===== src/rtl/fsat_pkg.sv =====
package fsat_pkg;
  typedef enum logic [1:0] {
    SAT_NONE = 2'd0,
    SAT_POS  = 2'd1,
    SAT_NEG  = 2'd2
  } sat_kind_e;
endpackage


===== src/rtl/fsat_judge.sv =====
module fsat_judge
  import fsat_pkg::*;
#(
  parameter int W = 32
) (
  input  logic [W-1:0] val_i,
  input  logic         carry_i,
  input  logic         sat_en_i,
  input  logic         frac_en_i,
  output sat_kind_e    int_kind_o,
  output sat_kind_e    rd_kind_o
);
  logic msb, nxt;
  assign msb = val_i[W-1];
  assign nxt = val_i[W-2];

  always_comb begin
    int_kind_o = SAT_NONE;
    if (sat_en_i) begin
      if (msb && !carry_i)      int_kind_o = SAT_POS;
      else if (!msb && carry_i) int_kind_o = SAT_NEG;
    end
  end

  // fractional read: shifted value would lose the sign
  always_comb begin
    rd_kind_o = int_kind_o;
    if (int_kind_o == SAT_NONE && sat_en_i && frac_en_i && (msb ^ nxt))
      rd_kind_o = msb ? SAT_NEG : SAT_POS;
  end
endmodule


===== src/rtl/fsat_apply.sv =====
module fsat_apply
  import fsat_pkg::*;
#(
  parameter int W = 32
) (
  input  logic [W-1:0] val_i,
  input  sat_kind_e    kind_i,
  input  logic         shift_i,
  output logic [W-1:0] val_o
);
  always_comb begin
    unique case (kind_i)
      SAT_POS: val_o = {1'b0, {(W-1){1'b1}}};
      SAT_NEG: val_o = {1'b1, {(W-1){1'b0}}};
      default: val_o = shift_i ? {val_i[W-2:0], 1'b0} : val_i;
    endcase
  end
endmodule


===== src/rtl/fsat_read_path.sv =====
module fsat_read_path
  import fsat_pkg::*;
#(
  parameter int DATA_W = 16
) (
  input  logic                clk_i,
  input  logic                rst_ni,
  input  logic [4*DATA_W-1:0] res_i,
  input  logic                carry_i,
  input  logic                op_wide_i,
  input  logic                sat_en_i,
  input  logic                frac_en_i,
  input  logic                hi_ready_i,
  output logic [4*DATA_W-1:0] rd_data_o,
  output logic [4*DATA_W-1:0] acc_addend_o,
  output logic                rd_valid_o
);
  localparam int RES_W    = 4 * DATA_W;
  localparam int NARROW_W = 2 * DATA_W;
  localparam int N_SIZES  = 2;

  logic [RES_W-1:0] rd_cand  [N_SIZES];
  logic [RES_W-1:0] acc_cand [N_SIZES];

  for (genvar g = 0; g < N_SIZES; g++) begin : g_size
    localparam int GW = (g == 0) ? NARROW_W : RES_W;
    sat_kind_e        int_kind, rd_kind;
    logic [GW-1:0]    rd_w, acc_w;

    fsat_judge #(.W(GW)) i_judge (
      .val_i      (res_i[GW-1:0]),
      .carry_i    (carry_i),
      .sat_en_i   (sat_en_i),
      .frac_en_i  (frac_en_i),
      .int_kind_o (int_kind),
      .rd_kind_o  (rd_kind)
    );

    fsat_apply #(.W(GW)) i_apply_rd (
      .val_i   (res_i[GW-1:0]),
      .kind_i  (rd_kind),
      .shift_i (frac_en_i),
      .val_o   (rd_w)
    );

    // addend never shifted, integer rules only
    fsat_apply #(.W(GW)) i_apply_acc (
      .val_i   (res_i[GW-1:0]),
      .kind_i  (int_kind),
      .shift_i (1'b0),
      .val_o   (acc_w)
    );

    if (GW < RES_W) begin : g_part
      assign rd_cand[g]  = {res_i[RES_W-1:GW], rd_w};
      assign acc_cand[g] = {res_i[RES_W-1:GW], acc_w};
    end else begin : g_full
      assign rd_cand[g]  = rd_w;
      assign acc_cand[g] = acc_w;
    end
  end

  logic [RES_W-1:0] rd_d, acc_d;
  logic             valid_d;

  assign rd_d    = op_wide_i ? rd_cand[1]  : rd_cand[0];
  assign acc_d   = op_wide_i ? acc_cand[1] : acc_cand[0];
  assign valid_d = !(op_wide_i && sat_en_i) || hi_ready_i;

  always_ff @(posedge clk_i or negedge rst_ni) begin
    if (!rst_ni) begin
      rd_data_o    <= '0;
      acc_addend_o <= '0;
      rd_valid_o   <= 1'b0;
    end else begin
      rd_data_o    <= rd_d;
      acc_addend_o <= acc_d;
      rd_valid_o   <= valid_d;
    end
  end

  assert_raw_pass_R1: assert property (@(posedge clk_i) disable iff (!rst_ni)
    (!sat_en_i && !frac_en_i) |=> rd_data_o == $past(res_i));

  assert_pos_clamp_R2: assert property (@(posedge clk_i) disable iff (!rst_ni)
    (sat_en_i && !op_wide_i && res_i[NARROW_W-1] && !carry_i)
    |=> rd_data_o[NARROW_W-1:0] == {1'b0, {(NARROW_W-1){1'b1}}});

  assert_neg_clamp_R3: assert property (@(posedge clk_i) disable iff (!rst_ni)
    (sat_en_i && !op_wide_i && !res_i[NARROW_W-1] && carry_i)
    |=> rd_data_o[NARROW_W-1:0] == {1'b1, {(NARROW_W-1){1'b0}}});

  assert_upper_raw_R4: assert property (@(posedge clk_i) disable iff (!rst_ni)
    !op_wide_i |=> rd_data_o[RES_W-1:NARROW_W] == $past(res_i[RES_W-1:NARROW_W]));

  assert_wide_pos_R5: assert property (@(posedge clk_i) disable iff (!rst_ni)
    (sat_en_i && op_wide_i && res_i[RES_W-1] && !carry_i)
    |=> rd_data_o == {1'b0, {(RES_W-1){1'b1}}});

  assert_frac_shift_R6: assert property (@(posedge clk_i) disable iff (!rst_ni)
    (frac_en_i && !sat_en_i && !op_wide_i)
    |=> rd_data_o[NARROW_W-1:0] == {$past(res_i[NARROW_W-2:0]), 1'b0});

  assert_addend_raw_R8: assert property (@(posedge clk_i) disable iff (!rst_ni)
    !sat_en_i |=> acc_addend_o == $past(res_i));

  assert_valid_hold_R10: assert property (@(posedge clk_i) disable iff (!rst_ni)
    (op_wide_i && sat_en_i && !hi_ready_i) |=> !rd_valid_o);
endmodule


===== config.mk =====
export PLATFORM = sky130hd
export DESIGN_NAME = fsat_read_path
export DESIGN_NICKNAME = d
export VERILOG_FILES = /design/src/rtl/fsat_pkg.sv /design/src/rtl/fsat_judge.sv /design/src/rtl/fsat_apply.sv /design/src/rtl/fsat_read_path.sv
export SDC_FILE = /design/constraint.sdc
export NUM_CORES = 1
export LEC_CHECK = 0
export ABC_AREA = 1
export BUFFER_PORTS_ARGS = -buffer_cell sky130_fd_sc_hd__buf_2
export CORE_MARGIN = 5
export CORE_UTILIZATION = 40
export CTS_CLUSTER_SIZE = 30
export DETAILED_ROUTE_END_ITERATION = 10
export HOLD_SLACK_MARGIN = 0.05
export PLACE_DENSITY = 0.66
export SLEW_MARGIN = 20
export SYNTH_ARGS = -nofsm -noshare
export SYNTH_HDL_FRONTEND = slang
export SYNTH_HIERARCHICAL = 1
export SYNTH_SLANG_ARGS = --single-unit

===== constraint.sdc =====
create_clock -name clk_i -period 0.8 [get_ports clk_i]
set_input_delay 0.2 -clock clk_i [delete_from_list [all_inputs] [get_ports clk_i]]
set_output_delay 0.2 -clock clk_i [all_outputs]
set_load 0.01 [all_outputs]

== After elaboration in Yosys (flattened, before gate mapping) ==
Index checks and enable logic that the tools add are counted.
Storage, ports and cells
  flip-flop bits (word level): 129
  word-level logic and storage cells: 49
Cells by class
  bitwise logic cells: 2
  mux-type cells: 18
  reductions and logical operators: 18
  equal/unequal tests: 8
Operators by type and width (number)
  64-bit one-hot mux with 2 select lines: 2
  64-bit two-way mux: 3
  32-bit one-hot mux with 2 select lines: 2
  32-bit two-way mux: 1
  2-bit two-way mux: 10
  1-bit logical AND: 11
  2-bit by 1-bit == test with 1-bit output, second input constant: 4
  2-bit == test, second input constant: 4
  1-bit logical NOT: 4
  2-bit logical NOT: 2
  1-bit bitwise XOR: 2
  1-bit logical OR: 1

== Longest topological paths before layout ==
Gate-level depths: netlist (run 1).
  depth after elaboration: 13
  gate-level depth with buffers: 15
  mapped depth without buffers: 13

== Hierarchy ==
The synthesis (run 1) kept the hierarchy.
By module, submodules not included
  fsat_read_path: seq. area each 3228.1 µm², instances 1, area an instance 4679.5 µm², cells an instance 509
  fsat_apply at g_size[1].i_apply_acc ...: seq. area each 0.0 µm², instances 2, area an instance 1532.7 µm², cells an instance 352
  fsat_apply at g_size[0].i_apply_acc ...: seq. area each 0.0 µm², instances 2, area an instance 745.7 µm², cells an instance 179
  fsat_judge: seq. area each 0.0 µm², instances 2, area an instance 87.6 µm², cells an instance 18

== Least setup slack after synthesis (run 1) ==
OpenSTA, ideal clock, no wires.
  kind: input to register
  start: input sat_en_i
  end: register rd_data_o[10]
  arrival: 1.437 ns
  stages on the path: 14
  slack: -0.754 ns
  cell sequence: nand2_1 nor2_2 nor2_2 nand3_1 nand2_1 inv_1 ha_1 buf_2 inv_1 nand2_1 buf_2 nand2_1 nand2_1 nand2_1
On the way
  cells in the longest elaborated chain, start to end: 9
Ends and longest elaborated chain
  start, declared: RTL line fsat_read_path.sv:11  | input logic sat_en_i,
  2-bit two-way mux (*): RTL line fsat_judge.sv:19  | if (sat_en_i) begin
  named net g_size[0].int_kind[1]: RTL line fsat_read_path.sv:27  | sat_kind_e int_kind, rd_kind;
  2-bit logical NOT (*): RTL line fsat_judge.sv:28  | if (int_kind_o == SAT_NONE && sat_en_i && frac_en_i && (msb ^ nxt))
  1-bit logical AND (*) (3 in series): RTL line fsat_judge.sv:28
  2-bit two-way mux (*): RTL line fsat_judge.sv:28
  named net g_size[0].rd_kind[0]: RTL line fsat_read_path.sv:27
  2-bit == test or 2-bit by 1-bit == test with 1-bit output (tied branches): RTL line fsat_apply.sv:12  | unique case (kind_i)
  32-bit one-hot mux with 2 select lines (*): RTL line fsat_apply.sv:12
  named net g_size[0].rd_w[10]: RTL line fsat_read_path.sv:28  | logic [GW-1:0] rd_w, acc_w;
  64-bit two-way mux (*): RTL line fsat_read_path.sv:66  | assign rd_d = op_wide_i ? rd_cand[1] : rd_cand[0];
  named net rd_d[10]: RTL line fsat_read_path.sv:63  | logic [RES_W-1:0] rd_d, acc_d;
  end signal, assigned: RTL line fsat_read_path.sv:76  | rd_data_o <= rd_d;
  end, declared: RTL line fsat_read_path.sv:14  | output logic [4*DATA_W-1:0] rd_data_o,
Mark *: on every way through the listed nets, which the timed path passes. The rest lies on a longest branch.

== Worst setup path in the final report (run 1) ==
  start: input sat_en_i
  end: register rd_data_o[28]
Same word-level chain as after synthesis.

==> results.ini, run 1 <==
[timing]
setup_viol_count_final = 257
rsz0062_at_grt = true
final_period_minus_worst_setup_slack_ns = 1.40
setup_slack_after_layout_ns = -0.599
setup_total_negative_slack_ns = -108.32
worst-slew-pin-transition_ns = 0.807
drv_slew = 0
slew-limit-headroom = 0.462
fmax_mhz = 715
layout_worst_path_cycle_share = 1.75
hold_viol_final = 0

[clock_network]
clock_path_buffers = 2
cts_root_buf = clkbuf_16
numCtsBuffers = 17
tritoncts_num_sinks = 129
worst_setup_hold_path_clk_slew_ns = 0.06
cts_tree = done
cts_max_level = 4

[yosys]
ys_warn_count = 6
synth_largest_area_cell = nand2_1
ys_types = 16
cell_count_after_synthesis = 1607
synth-seq-area-share = 0.343
netlist_area_mm2 = 0.00941
synth.ff_latch_count = 129
synth_top_area_share = 0.374
synth_area_per_cell_um2 = 5.86
synth.area.top_cells = nand2_1 37%, dfrtp_1 34%, nand3_1 10%

[final_layout]
final_cell_count_no_fill = 2271
layout-drive-gt1-share = 0.393
final.fill_count = 1972
syn_to_final_growth_pct = 59.5
post_layout_net_count = 2014
multi_input_combinational_cell_area_mm2 = 0.00633
ff_latch_area_mm2 = 0.00323

[floorplanning]
start_util = 0.403
floorplan.die.width_um = 163
num_io_pins = 200
floorplan.die.height_um = 163
coreArea_mm2 = 0.0233
die-area_mm2 = 0.0267
std_cell_rows = 56

[global_route]
via_count_of_the_first_global_routing_pass = 11200
antenna_violations_before_repair = 5
grt_start_max_net_pins = 77
groute.usage.overall = 0.276
grt.overflow.total = 0
grt_first_pass_wirelength_um = 58400

[setup_path]
worst_ep_required_time_ns = 1.11
classification_of_the_worst_setup_path = in2reg
startpoint_type = primary input
crit_path_max_fanout = 6
list_of_cells_traversed_by_the_critical_path = buf_12, buf_8, nand2_4, nor2_4, nor2_2, nand3_1, nand2_1, inv_2, ha_4, inv_4, nand2_8, buf_12, buf_8, nand2_2, nand2_2, nand2_2
cpPeakStageDelay_ns = 0.29
arrival_ns = 1.71
timing.critical_path.mode_cell = nand2_2
worst_setup_path_end_kind = flip-flop
timing.critical_path.slowest_stage_cell = ha_4

[job]
maxCapViolCount = 0

[placed_design]
placed_cells_incl_taps = 2154
dp_hpwl_um = 21800
numPortBuffers = 199
gp_congestion = 0.898
detailedPlace.worstSlack_ns = -1.13

[routing]
route.vias.total = 11500
avgViaCountPerCell = 5.05
antenna_violating_nets_post_route = 0
drtPass1Iterations = 6
finalWirelength_um = 38000
wl_per_cell_um = 16.7
drcViolationCount = 0
detailedRoute.firstIterationViolations = 1138

[power_and_ir_drop]
peakVddDrop_v = 0.00114
power_leakage_nw = 9.09
power_density_mw_per_mm2 = 1580

[run_status]
failed_checks = setup timing
run_status = complete, but fails checks

[hold_path]
min_path_type = in2reg

[path summary, 6_finish.rpt]
kind,start,to,slack (ns),cells past startpoint
hold / removal,res_i[63],acc_addend_o[63],0.06,3
setup / recovery,sat_en_i,rd_data_o[28],-0.60,16
max in group asynchronous,rst_ni,rd_data_o[25],0.11,3
min in group asynchronous,rst_ni,acc_addend_o[57],0.21,2
[synthesized netlist by cell type]
cell type,count
nand2_1,938
inv_1,213
nand3_1,197
dfrtp_1,129
buf_2,59
buf_4,24
buf_6,14
ha_1,8
nor2_2,6
clkbuf_1,5
nand2_2,4
inv_2,3
inv_6,2
nor2_1,2
nor2_4,2
conb_1,1
[what timing repair did]
action,in CTS,in global routing
cloned,25,3
gates resized for setup,161,281
pin swaps,78,148
buffers inserted,39,17
hold buffers,27,1
endpoints found under the setup margin,257,257
hold endpoints to repair,177,1
[per-layer routing]
metal	up-vias	GRT usage	routed length, um
met3	127	0.0532	3150
li1	5411	-	-
met5	-	0	0
met1	5372	0.368	15600
met2	569	0.444	17800
met4	0	0.111	1420
[worst max-delay path, delay by kind of cell]
family	cells	cell delay [ns]
adders and majority gates	1	0.29
buffers and inverters	6	0.58
and+or+nand+nor	9	0.63
[layout make-up]
cell class | count | area share
Inverter | 218 | 0.0565
Multi-Input combinational cell | 1164 | 0.422
Clock inverter | 14 | 0.00875
Antenna cell | 5 | 0.000834
Sequential cell | 129 | 0.215
Timing Repair Buffer | 405 | 0.242
Clock buffer | 17 | 0.0283
Tap cell | 319 | 0.0266
[cell families (layout without fill, tap and decap cells)]
logic type | after synthesis | in the layout | share of synthesized area
buf+inv | 320 | 654 | 0.157
flops | 129 | 129 | 0.343
fa+ha+maj | 8 | 8 | 0.0106
other cells | 1 | 11 | 0.000398
simple gates | 1149 | 1150 | 0.489
[power breakdown]
group | internal (mW) | switching, mW | total [mW]
clock network | 4.30 | 3.31 | 7.61
registers | 7.28 | 0.282 | 7.56
logic | 3.65 | 4.86 | 8.51
[registers in the layout (all words and copies together), names as in the netlist]
| register | count |
|---|---|
| acc_addend_o | 64 |
| rd_data_o | 64 |
| rd_valid_o | 1 |
[layout by cell type (no fill, tap or decap), types with 10 or more instances in the layout]
| master | instances |
|---|---|
| buf_12 | 42 |
| buf_2 | 181 |
| buf_4 | 91 |
| buf_6 | 40 |
| buf_8 | 12 |
| clkbuf_16 | 20 |
| dfrtp_1 | 129 |
| dlygate4sd3_1 | 28 |
| inv_1 | 203 |
| nand2_1 | 731 |
| nand2_2 | 155 |
| nand2_4 | 50 |
| nand3_1 | 81 |
| nand3_2 | 106 |
| nand3_4 | 10 |
[per-stage QoR]
step	area [um^2]	hold slack (ns)	util	power, mW
after floorplan	10100	-0.0956	-	11.7
after global placement	11900	0.0858	0.511	14.0
after detailed placement	11900	0.0895	0.511	14.0
after CTS	14400	0.0595	0.617	22.9
after global routing	15000	0.0507	0.643	24.9
final	15000	0.0646	0.643	23.7
Power figures use the tool's default switching activity.
==> run 2, diff against run 1 <==
--- a/config.mk
+++ b/config.mk
@@ -7,14 +7,13 @@
 export LEC_CHECK = 0
 export ABC_AREA = 1
 export BUFFER_PORTS_ARGS = -buffer_cell sky130_fd_sc_hd__buf_2
+export CAP_MARGIN = 15
 export CORE_MARGIN = 5
 export CORE_UTILIZATION = 40
 export CTS_CLUSTER_SIZE = 30
 export DETAILED_ROUTE_END_ITERATION = 10
 export HOLD_SLACK_MARGIN = 0.05
-export PLACE_DENSITY = 0.66
 export SLEW_MARGIN = 20
 export SYNTH_ARGS = -nofsm -noshare
 export SYNTH_HDL_FRONTEND = slang
-export SYNTH_HIERARCHICAL = 1
 export SYNTH_SLANG_ARGS = --single-unit
==> run 2 against run 1 <==
The run ends with hold timing, setup timing left. Utilization increased by 7.8 points. Global-route usage shrank 3.1 points. Count of clock-buffer cells in the layout up 2. Design area fell by 23%. Fmax down 19%. Critical path type unchanged. Largest power group is now clock. Highest routed layer unchanged.
==> results.ini, run 2 <==
[setup_path]
worst_setup_path_end_kind = flip-flop
cpPeakStageDelay_ns = 0.28
classification_of_the_worst_setup_path = in2reg
arrival_ns = 2.06
crit_path_max_fanout = 6
worst_ep_required_time_ns = 1.13
timing.critical_path.slowest_stage_cell = ha_4
startpoint_type = primary input
list_of_cells_traversed_by_the_critical_path = buf_12, nand2_8, nor2_4, inv_2, ha_4, nand3_4, nor2_4, o21ai_2, ha_4, inv_4, a21oi_4, buf_12, buf_12, buf_12, buf_16, nand2_4, nand2_2, inv_2
timing.critical_path.mode_cell = buf_12

[run_status]
failed_checks = hold timing, setup timing
run_status = complete, but fails checks

[yosys]
synth.ff_latch_count = 129
synth_top_area_share = 0.496
synth_largest_area_cell = dfrtp_1
synth_edf_count = 0
ys.flop_type = dfrtp_1
yosysMostFrequentCell = nand2_1
synth_area_per_cell_um2 = 7.37
synth.area.top_cells = dfrtp_1 50%, nand2_1 17%, nand3_1 10%
cell_count_after_synthesis = 883
ys_warn_count = 0
async_flop_share = 1.00
synth.net_count = 962
synth_common_cells = 295 x nand2_1, 132 x nand3_1, 129 x dfrtp_1, 105 x inv_1, 69 x o21ai_0
netlist_area_mm2 = 0.00650
ys_types = 18
synth-seq-area-share = 0.496

[power_and_ir_drop]
cell_internal_pwr_mw = 15.3
sequentialPowerShare = 0.344
power_density_mw_per_mm2 = 1890
tot_pwr_mw = 21.7
power_leakage_nw = 6.15
p_sw_frac = 0.296
p_clk_frac = 0.385
power.net_switching_mw = 6.42
peakVddDrop_v = 0.00149
combPwrFrac = 0.271

[clock_network]
cts_tree = done
numCtsBuffers = 17
worst_setup_hold_path_clk_slew_ns = 0.06
cts_root_buf = clkbuf_16
tritoncts_num_sinks = 129
cts_max_level = 4
cts_hold_buffers = 45
clock_path_buffers = 2

[routing]
antenna_violating_nets_post_route = 0
drcViolationCount = 0
drtPass1Iterations = 5
detailedRoute.firstIterationViolations = 445
avgViaCountPerCell = 5.04
finalWirelength_um = 25300
route.vias.total = 7227
wl_per_cell_um = 17.6

[hold_path]
min_path_type = in2reg

[floorplanning]
floorplan.die.width_um = 138
std_cell_rows = 46
die-area_mm2 = 0.0189
coreArea_mm2 = 0.0159
floorplan.die.height_um = 138
num_io_pins = 200
start_util = 0.408

[global_route]
grt.overflow.total = 0
grt_first_pass_wirelength_um = 36000
antenna_violations_before_repair = 1
groute.usage.overall = 0.246
grt_start_max_net_pins = 47
via_count_of_the_first_global_routing_pass = 6882

[job]
maxCapViolCount = 0

[final_layout]
fin_area_mm2 = 0.0115
largest_registers = acc_addend_o (64), rd_data_o (64), rd_valid_o (1)
most-common-layout-cells = 260 x nand2_1, 169 x buf_2, 129 x dfrtp_1
layout-drive-gt1-share = 0.440
syn_to_final_growth_pct = 76.7
post_layout_net_count = 1284
final_cell_count_no_fill = 1435
layout_commonest_cell = nand2_1

[timing]
fmax_mhz = 577
holdWs_ns = -0.0342
setup_viol_count_final = 256
rsz0062_at_grt = true
setup_total_negative_slack_ns = -111.80
layout_worst_path_cycle_share = 2.17
drv_slew = 0
setup_slack_after_layout_ns = -0.934
hold_viol_final = 1
worst-slew-pin-transition_ns = 0.544
slew-limit-headroom = 0.637
final_period_minus_worst_setup_slack_ns = 1.73

[placed_design]
placed_cells_incl_taps = 1306
placed_cell_area_mm2 = 0.00856
numPortBuffers = 199
dp_hpwl_um = 13900
gp_congestion = 0.829

[run 2: final cells by class]
type,instances,area (um^2)
clock buffers,19,443
flip-flops and latches,129,3230
multi-input cells,589,3540
fillers,1187,4450
repair buffers,361,3400
clock inverters,13,184
well taps,216,270
diodes,1,2.50
inverters,107,424
[run 2: path summary, 6_finish.rpt]
check                                   end  depth (start not counted)  startpoint
worst max-delay path          rd_data_o[30]                         18    sat_en_i
worst min-delay path             rd_valid_o                          2  hi_ready_i
max in group asynchronous     rd_data_o[18]                          3      rst_ni
min in group asynchronous  acc_addend_o[32]                          2      rst_ni
[run 2: kinds of logic (layout without fill, tap and decap cells)]
kind of cell	after synthesis	after routing	synth area share
compound gates	104	104	0.0823
fa+ha+maj	8	8	0.0154
buf+inv	166	500	0.104
flops	129	129	0.496
other cells	0	1	0
simple gates	476	477	0.302
[run 2: through the flow]
step / util / setup WS [ns]
6_report: 0.721 / -0.934
5_1_grt: 0.721 / -1.00
4_1_cts: 0.661 / -0.885
3_5_place_dp: 0.537 / -1.39
3_3_place_gp: 0.537 / -1.35
2_1_floorplan: - / -1.01
[run 2: layer usage]
metal,vias to the layer above,global-route usage,part of all wire
li1,3414,-,-
met1,3449,0.318,0.41
met2,310,0.406,0.49
met3,54,0.0475,0.072
met4,0,0.0976,0.026
met5,-,0,0
[run 2: repair_timing]
| action | in CTS | in global routing |
|---|---|---|
| gates resized for setup | 78 | 173 |
| cloned | 13 | 13 |
| hold endpoints to repair | 174 | 1 |
| endpoints found under the setup margin | 256 | 256 |
| pin swaps | 18 | 43 |
| setup buffers | 21 | 18 |
[run 2: power groups by stage]
stage / registers, mW / logic [mW] / clock network (mW)
2_1_floorplan: 7.89 / 2.05 / 0
3_3_place_gp: 7.53 / 4.22 / 0
3_5_place_dp: 7.52 / 4.27 / 0
4_1_cts: 7.43 / 5.04 / 8.43
5_1_grt: 7.50 / 6.38 / 8.81
6_report: 7.45 / 5.88 / 8.36
[run 2: critical path: cells and delay by family]
| family | cells | cell delay, ns |
|---|---|---|
| buffers and inverters | 8 | 0.72 |
| AND/OR/NAND/NOR | 6 | 0.44 |
| adder cells (fa/ha/maj) | 2 | 0.43 |
| AO/OA/AOI/OAI | 2 | 0.26 |
